[config.mk]
export PLATFORM = sky130hd
export DESIGN_NAME = serial_tx_core
export DESIGN_NICKNAME = d
export VERILOG_FILES = /design/src/rtl/serial_tx_pkg.sv /design/src/rtl/tx_baud_div.sv /design/src/rtl/tx_hold_reg.sv /design/src/rtl/tx_frame_shift.sv /design/src/rtl/serial_tx_core.sv
export SDC_FILE = /design/constraint.sdc
export NUM_CORES = 1
export LEC_CHECK = 0
export BUFFER_PORTS_ARGS = -buffer_cell sky130_fd_sc_hd__buf_4
export CAP_MARGIN = 15
export CORE_MARGIN = 2
export CORE_UTILIZATION = 40
export DETAILED_ROUTE_END_ITERATION = 6
export PLACE_DENSITY = 0.66
export SLEW_MARGIN = 20
export SYNTH_ARGS = -nofsm -noshare
export SYNTH_HDL_FRONTEND = slang
export SYNTH_SLANG_ARGS = --single-unit
[constraint.sdc]
create_clock -name clk_i -period 3.1 [get_ports clk_i]
set_clock_uncertainty 0.2 [all_clocks]
set_input_delay 0.31 -clock clk_i [delete_from_list [all_inputs] [get_ports clk_i]]
set_output_delay 0.31 -clock clk_i [all_outputs]
set_load 0.02 [all_outputs]
[src/rtl/serial_tx_pkg.sv]
package serial_tx_pkg;
  localparam int unsigned DATA_W  = 8;
  localparam int unsigned FRAME_W = 1 + DATA_W + 1 + 2;
  localparam int unsigned CNT_W   = $clog2(FRAME_W + 1);

  typedef struct packed {
    logic two_stop;
    logic par_odd;
    logic par_en;
    logic data8;
  } tx_fmt_t;

  typedef enum logic [1:0] {
    DIV_ONE   = 2'b00,
    DIV_MID   = 2'b01,
    DIV_HI    = 2'b10,
    DIV_HI_B  = 2'b11
  } div_sel_e;

  // bit 0 leaves first; unused upper positions stay at mark
  function automatic logic [FRAME_W-1:0] pack_frame(logic [DATA_W-1:0] d, tx_fmt_t f);
    logic [FRAME_W-1:0] v;
    logic par;
    int unsigned p;
    v    = '1;
    v[0] = 1'b0;
    p    = 1;
    par  = 1'b0;
    for (int i = 0; i < DATA_W; i++) begin
      if (f.data8 || (i < DATA_W - 1)) begin
        v[p] = d[i];
        par  = par ^ d[i];
        p    = p + 1;
      end
    end
    if (f.par_en) v[p] = par ^ f.par_odd;
    return v;
  endfunction

  function automatic logic [CNT_W-1:0] frame_len(tx_fmt_t f);
    int unsigned n;
    n = 1 + (f.data8 ? DATA_W : DATA_W - 1) + (f.par_en ? 1 : 0) + (f.two_stop ? 2 : 1);
    return CNT_W'(n);
  endfunction
endpackage

[src/rtl/tx_baud_div.sv]
module tx_baud_div
  import serial_tx_pkg::*;
#(
  parameter int unsigned DIV_MID_N = 16,
  parameter int unsigned DIV_HI_N  = 64
) (
  input  logic     clk_i,
  input  logic     rst_ni,
  input  logic     run_i,
  input  logic     restart_i,
  input  div_sel_e sel_i,
  output logic     tick_o
);
  localparam int unsigned CW = $clog2(DIV_HI_N);

  logic [CW-1:0] cnt_q;
  logic [CW-1:0] lim;

  always_comb begin
    case (sel_i)
      DIV_ONE: lim = '0;
      DIV_MID: lim = CW'(DIV_MID_N - 1);
      default: lim = CW'(DIV_HI_N - 1);
    endcase
  end

  always_ff @(posedge clk_i or negedge rst_ni) begin
    if (!rst_ni)                   cnt_q <= '0;
    else if (restart_i || !run_i)  cnt_q <= '0;
    else if (cnt_q == lim)         cnt_q <= '0;
    else                           cnt_q <= cnt_q + CW'(1);
  end

  assign tick_o = run_i && (cnt_q == lim);

  AST_DIV_IN_RANGE: assert property (@(posedge clk_i) disable iff (!rst_ni)
    cnt_q <= lim);
  AST_DIV_IDLE_ZERO: assert property (@(posedge clk_i) disable iff (!rst_ni)
    !run_i |=> (cnt_q == '0));
endmodule

[src/rtl/tx_hold_reg.sv]
module tx_hold_reg
  import serial_tx_pkg::*;
(
  input  logic              clk_i,
  input  logic              rst_ni,
  input  logic              clr_i,
  input  logic              wr_i,
  input  logic [DATA_W-1:0] wdata_i,
  input  logic              take_i,
  output logic              valid_o,
  output logic [DATA_W-1:0] data_o
);
  always_ff @(posedge clk_i or negedge rst_ni) begin
    if (!rst_ni) begin
      valid_o <= 1'b0;
      data_o  <= '0;
    end else if (clr_i) begin
      valid_o <= 1'b0;
    end else if (wr_i) begin
      valid_o <= 1'b1;      // write wins over a same-cycle transfer
      data_o  <= wdata_i;
    end else if (take_i) begin
      valid_o <= 1'b0;
    end
  end

  AST_WR_FILLS: assert property (@(posedge clk_i) disable iff (!rst_ni)
    (wr_i && !clr_i) |=> valid_o);
  AST_WR_OVERWRITES: assert property (@(posedge clk_i) disable iff (!rst_ni)
    (wr_i && !clr_i) |=> (data_o == $past(wdata_i)));
  AST_TAKE_EMPTIES: assert property (@(posedge clk_i) disable iff (!rst_ni)
    (take_i && !wr_i && !clr_i) |=> !valid_o);
endmodule

[src/rtl/tx_frame_shift.sv]
module tx_frame_shift
  import serial_tx_pkg::*;
(
  input  logic              clk_i,
  input  logic              rst_ni,
  input  logic              clr_i,
  input  logic              hold_valid_i,
  input  logic [DATA_W-1:0] hold_data_i,
  input  tx_fmt_t           fmt_i,
  input  div_sel_e          div_sel_i,
  input  logic              tick_i,
  output logic              load_o,
  output logic              busy_o,
  output logic              line_o,
  output div_sel_e          div_sel_o
);
  logic [FRAME_W-1:0] frame_q;
  logic [CNT_W-1:0]   left_q;
  logic               busy_q;
  div_sel_e           sel_q;
  logic               last_bit_end;

  assign last_bit_end = busy_q && tick_i && (left_q == CNT_W'(1));
  assign load_o       = hold_valid_i && !clr_i && (!busy_q || last_bit_end);

  always_ff @(posedge clk_i or negedge rst_ni) begin
    if (!rst_ni) begin
      frame_q <= '1;
      left_q  <= '0;
      busy_q  <= 1'b0;
      sel_q   <= DIV_ONE;
    end else if (clr_i) begin
      frame_q <= '1;
      left_q  <= '0;
      busy_q  <= 1'b0;
    end else if (load_o) begin
      frame_q <= pack_frame(hold_data_i, fmt_i);
      left_q  <= frame_len(fmt_i);
      busy_q  <= 1'b1;
      sel_q   <= div_sel_i;
    end else if (busy_q && tick_i) begin
      frame_q <= {1'b1, frame_q[FRAME_W-1:1]};
      left_q  <= left_q - CNT_W'(1);
      if (left_q == CNT_W'(1)) busy_q <= 1'b0;
    end
  end

  assign busy_o    = busy_q;
  assign line_o    = busy_q ? frame_q[0] : 1'b1;
  assign div_sel_o = sel_q;

  AST_START_LOW: assert property (@(posedge clk_i) disable iff (!rst_ni)
    $rose(busy_q) |-> !line_o);
  AST_CLR_STOPS: assert property (@(posedge clk_i) disable iff (!rst_ni)
    clr_i |=> !busy_q);
  AST_LEFT_BOUND: assert property (@(posedge clk_i) disable iff (!rst_ni)
    busy_q |-> (left_q != '0) && (left_q <= CNT_W'(FRAME_W)));
  AST_NO_GAP: assert property (@(posedge clk_i) disable iff (!rst_ni)
    (last_bit_end && hold_valid_i && !clr_i) |=> (busy_q && !line_o));
endmodule

[src/rtl/serial_tx_core.sv]
module serial_tx_core
  import serial_tx_pkg::*;
#(
  parameter int unsigned DIV_MID_N = 16,
  parameter int unsigned DIV_HI_N  = 64
) (
  input  logic       clk_i,
  input  logic       rst_ni,
  input  logic       hold_rst_i,
  input  logic       cts_ni,
  input  logic [1:0] div_sel_i,
  input  logic [3:0] fmt_i,
  input  logic       wr_i,
  input  logic [7:0] wdata_i,
  output logic       txd_o,
  output logic       empty_o
);
  logic              hold_valid;
  logic [DATA_W-1:0] hold_data;
  logic              load;
  logic              busy;
  logic              line;
  logic              tick;
  div_sel_e          run_sel;

  tx_hold_reg u_hold (
    .clk_i   (clk_i),
    .rst_ni  (rst_ni),
    .clr_i   (hold_rst_i),
    .wr_i    (wr_i),
    .wdata_i (wdata_i),
    .take_i  (load),
    .valid_o (hold_valid),
    .data_o  (hold_data)
  );

  tx_frame_shift u_shift (
    .clk_i        (clk_i),
    .rst_ni       (rst_ni),
    .clr_i        (hold_rst_i),
    .hold_valid_i (hold_valid),
    .hold_data_i  (hold_data),
    .fmt_i        (tx_fmt_t'(fmt_i)),
    .div_sel_i    (div_sel_e'(div_sel_i)),
    .tick_i       (tick),
    .load_o       (load),
    .busy_o       (busy),
    .line_o       (line),
    .div_sel_o    (run_sel)
  );

  tx_baud_div #(
    .DIV_MID_N (DIV_MID_N),
    .DIV_HI_N  (DIV_HI_N)
  ) u_div (
    .clk_i     (clk_i),
    .rst_ni    (rst_ni),
    .run_i     (busy),
    .restart_i (load),
    .sel_i     (run_sel),
    .tick_o    (tick)
  );

  // line data launches on the falling edge
  always_ff @(negedge clk_i or negedge rst_ni) begin
    if (!rst_ni) txd_o <= 1'b1;
    else         txd_o <= line;
  end

  assign empty_o = !hold_valid && !cts_ni && !hold_rst_i;

  AST_WR_CLEARS_EMPTY: assert property (@(posedge clk_i) disable iff (!rst_ni)
    (wr_i && !hold_rst_i) |=> !empty_o);
  AST_HOLD_RST_MARK: assert property (@(posedge clk_i) disable iff (!rst_ni)
    $past(hold_rst_i) |-> txd_o);
  AST_IDLE_MARK: assert property (@(posedge clk_i) disable iff (!rst_ni)
    ($past(!busy) && !busy) |-> txd_o);
endmodule

==> impl_metrics.ini <==
[detailed_routing]
drcViolationCount = 0
vias = 1403
viasPerCell = 5.255
firstDrtPassIters = 4
wl_um = 3824
first_iter_violations = 78
wl_per_cell_um = 14.32
drtAntennaViolNets = 0

[yosys]
seq_area_frac_synth_pct = 44.32
netlist_instances = 186
syn_area_sq_um = 1894
synth_edf_count = 0
ys_types = 46
syn_area_per_cell_sq_um = 10.18
yosysWarnings = 0
synth_top_flop_cell = dfrtp_1
syn_nets = 215
ys_async_sr_fraction_pct = 100.0
ys_ff_latch = 33

[job]
drv_cap = 0

[timing]
setup_viol = 0
whs_ps = 22.10
slew_headroom_pct = 67.15
drv_slew = 0
tns_ps = 0
hold_viol_final = 0
worst_pin_slew_ps = 489.4
rsz0062_at_grt = no

[global_route]
track_usage_pct = 16.20
grt_first_pass_wirelength_um = 6486
antenna_found_initial = 0
grt_max_degree = 33
first_global_vias = 1370
grt_overflow = 0

[placed_design]
place_congestion = 0.8520
dp_hpwl_um = 2717
port_buffers = 20

[clock_tree]
cts_resized = 0
clk_path_buf_depth = 2
root_buffer = clkbuf_8
numCtsBuffers = 5
cts.sinks = 33
cts_tree = built
clk-insertion-delay-late_ps = 280
h-tree-depth = 2
clk_pin_slew_ps = 70

[setup_path]
end_kind = primary output
rrSetupSlack_ps = 650
crit_arrival_ps = 2520
max_stage_delay_ps = 500
crit_chain = buf_4
path_delay_family = flip-flops
path_buf_inv = 1
crit_path_start_kind = register
path_class = reg -> out
cp_slowest_cell = dfstp_2
critPathRequiredTime_ps = 2590
worst-path-max-fanout = 1

[power_and_ir_drop]
ir_worst_vdd_uv = 371.9
power_density_nw_per_um2 = 593.5
p_leak_nw = 0.9894

[finish]
drive_gt1_share_pct = 28.17
nFillCells = 443
antenna-diode-count = 0
finalNetCount = 241
ff_latch_area_sq_um = 839.6
synthToLayoutAreaGrowth_pct = 17.57
multi_input_area_sq_um = 949.7

[floorplanning]
coreArea_sq_um = 4629
rows = 25
die_h_um = 72.82
start_util_pct = 40.92
io_pins = 21
die-area_sq_um = 5302
die_width_um = 72.82

[status]
status = complete, no violations

[min_path]
hold_class = in -> reg
[registers in the layout (all words and copies together), names as in the netlist]
register,flops
u_shift.busy_o,1
txd_o,1
u_hold.valid_o,1
u_hold.data_o,8
u_shift.frame_q,10
u_shift.div_sel_o,2
u_shift.left_q,4
u_div.cnt_q,6
[layout by cell type, fill, tap and decap left out, drive strengths merged, types with 5 or more instances in the layout]
cell     n
o21ai    6
nor3     7
dfstp   11
nand2   16
inv     15
nor2    20
buf     25
mux2     9
nand3    5
o31ai    6
dfrtp   22
clkbuf   7
xnor2   11
a21oi    6
ha       9
[synthesized netlist by cell type (2+ instances only)]
| master | n | area share [%] |
|---|---|---|
| o31ai_1 | 6 | 2.4 |
| buf_4 | 2 | 0.79 |
| xnor2_1 | 11 | 5.1 |
| clkbuf_1 | 3 | 0.59 |
| ha_1 | 9 | 5.9 |
| buf_6 | 2 | 1.2 |
| nand4_1 | 3 | 0.99 |
| a21oi_1 | 6 | 1.6 |
| xor2_1 | 3 | 1.4 |
| mux2i_1 | 2 | 1.1 |
| nor2_1 | 20 | 4.0 |
| o21ai_0 | 4 | 1.1 |
| dfrtp_1 | 22 | 29 |
| inv_1 | 15 | 3.0 |
| mux2_2 | 8 | 4.8 |
| nand3_1 | 5 | 1.3 |
| nand2b_1 | 2 | 0.66 |
| a311oi_1 | 2 | 0.92 |
| nor3_1 | 7 | 1.8 |
| a221o_2 | 3 | 1.8 |
| dfstp_2 | 11 | 15 |
| nand2_1 | 16 | 3.2 |
[tightest hold or removal path: stages]
cell and delay [ps]:
buf_4 80, nand2_1 40, nand2_1 50
[layout make-up]
cell class                      count  share of cell area [%]
Tap cell                           54                   3.034
Sequential cell                    33                   37.70
Inverter                           14                   2.360
Clock inverter                      2                   1.517
Clock buffer                        7                   3.876
Timing Repair Buffer               26                   8.876
Multi-Input combinational cell    131                   42.64
[worst paths after layout]
check	startpoint	endpoint	cells past startpoint
min in group asynchronous	rst_ni	u_shift.left_q[1]$_DFFE_PN0P_	3
max	txd_o$_DFF_NN1_	txd_o	1
max reg2reg	u_shift.busy_o$_DFFE_PN0P_	txd_o$_DFF_NN1_	1
min	div_sel_i[0]	u_shift.div_sel_o[0]$_DFFE_PN0P_	3
min reg2reg	u_shift.frame_q[2]$_DFFE_PN1P_	u_shift.frame_q[2]$_DFFE_PN1P_	2
max in group asynchronous	rst_ni	txd_o$_DFF_NN1_	2
[report_power, final]
group | total [W] | internal, W | switching (W)
Clock | 0.000424 | 0.000264 | 0.000160
Combinational | 0.000333 | 0.000166 | 0.000167
Sequential | 0.000565 | 0.000509 | 0.0000559
Total | 0.00132 | 0.000939 | 0.000383
[cell families (layout without fill, tap and decap cells)]
group | Yosys count | after routing | share of synthesized area (%)
AOI/OAI and AO/OA | 35 | 35 | 14.93
xor gates and xnor gates | 14 | 14 | 6.473
adders and majority gates | 10 | 10 | 7.001
buffers and inverters | 22 | 49 | 5.548
DFF | 33 | 33 | 44.32
muxes | 11 | 11 | 6.605
and+or+nand+nor | 61 | 61 | 15.13
[layer usage]
layer  track usage, %  up-vias  routed length [um]
li1                 -      705                   -
met1            22.84      668                1909
met2            24.55       26                1730
met3            3.729        4                 132
met4            5.556        0                  51
met5                0        -                   0
[timing repair]
item	CTS	global route
endpoints found under the hold margin	22	0
buffers inserted	0	0
hold buffers	1	0
[through the flow]
stage	area, sq um	utilization [%]	worst slack (ps)	cells	power [W]
floorplan	1894	-	485.6	186	0.0008233
finish	2227	48.11	72.27	267	0.001322
CTS	2227	48.11	62.97	267	0.001339
detailed placement	2101	45.38	423.1	258	0.0009099
global placement	2101	45.38	419.0	258	0.0009022
global route	2227	48.11	49.65	267	0.001401
Note: power is estimated with default switching activity, not from simulation.
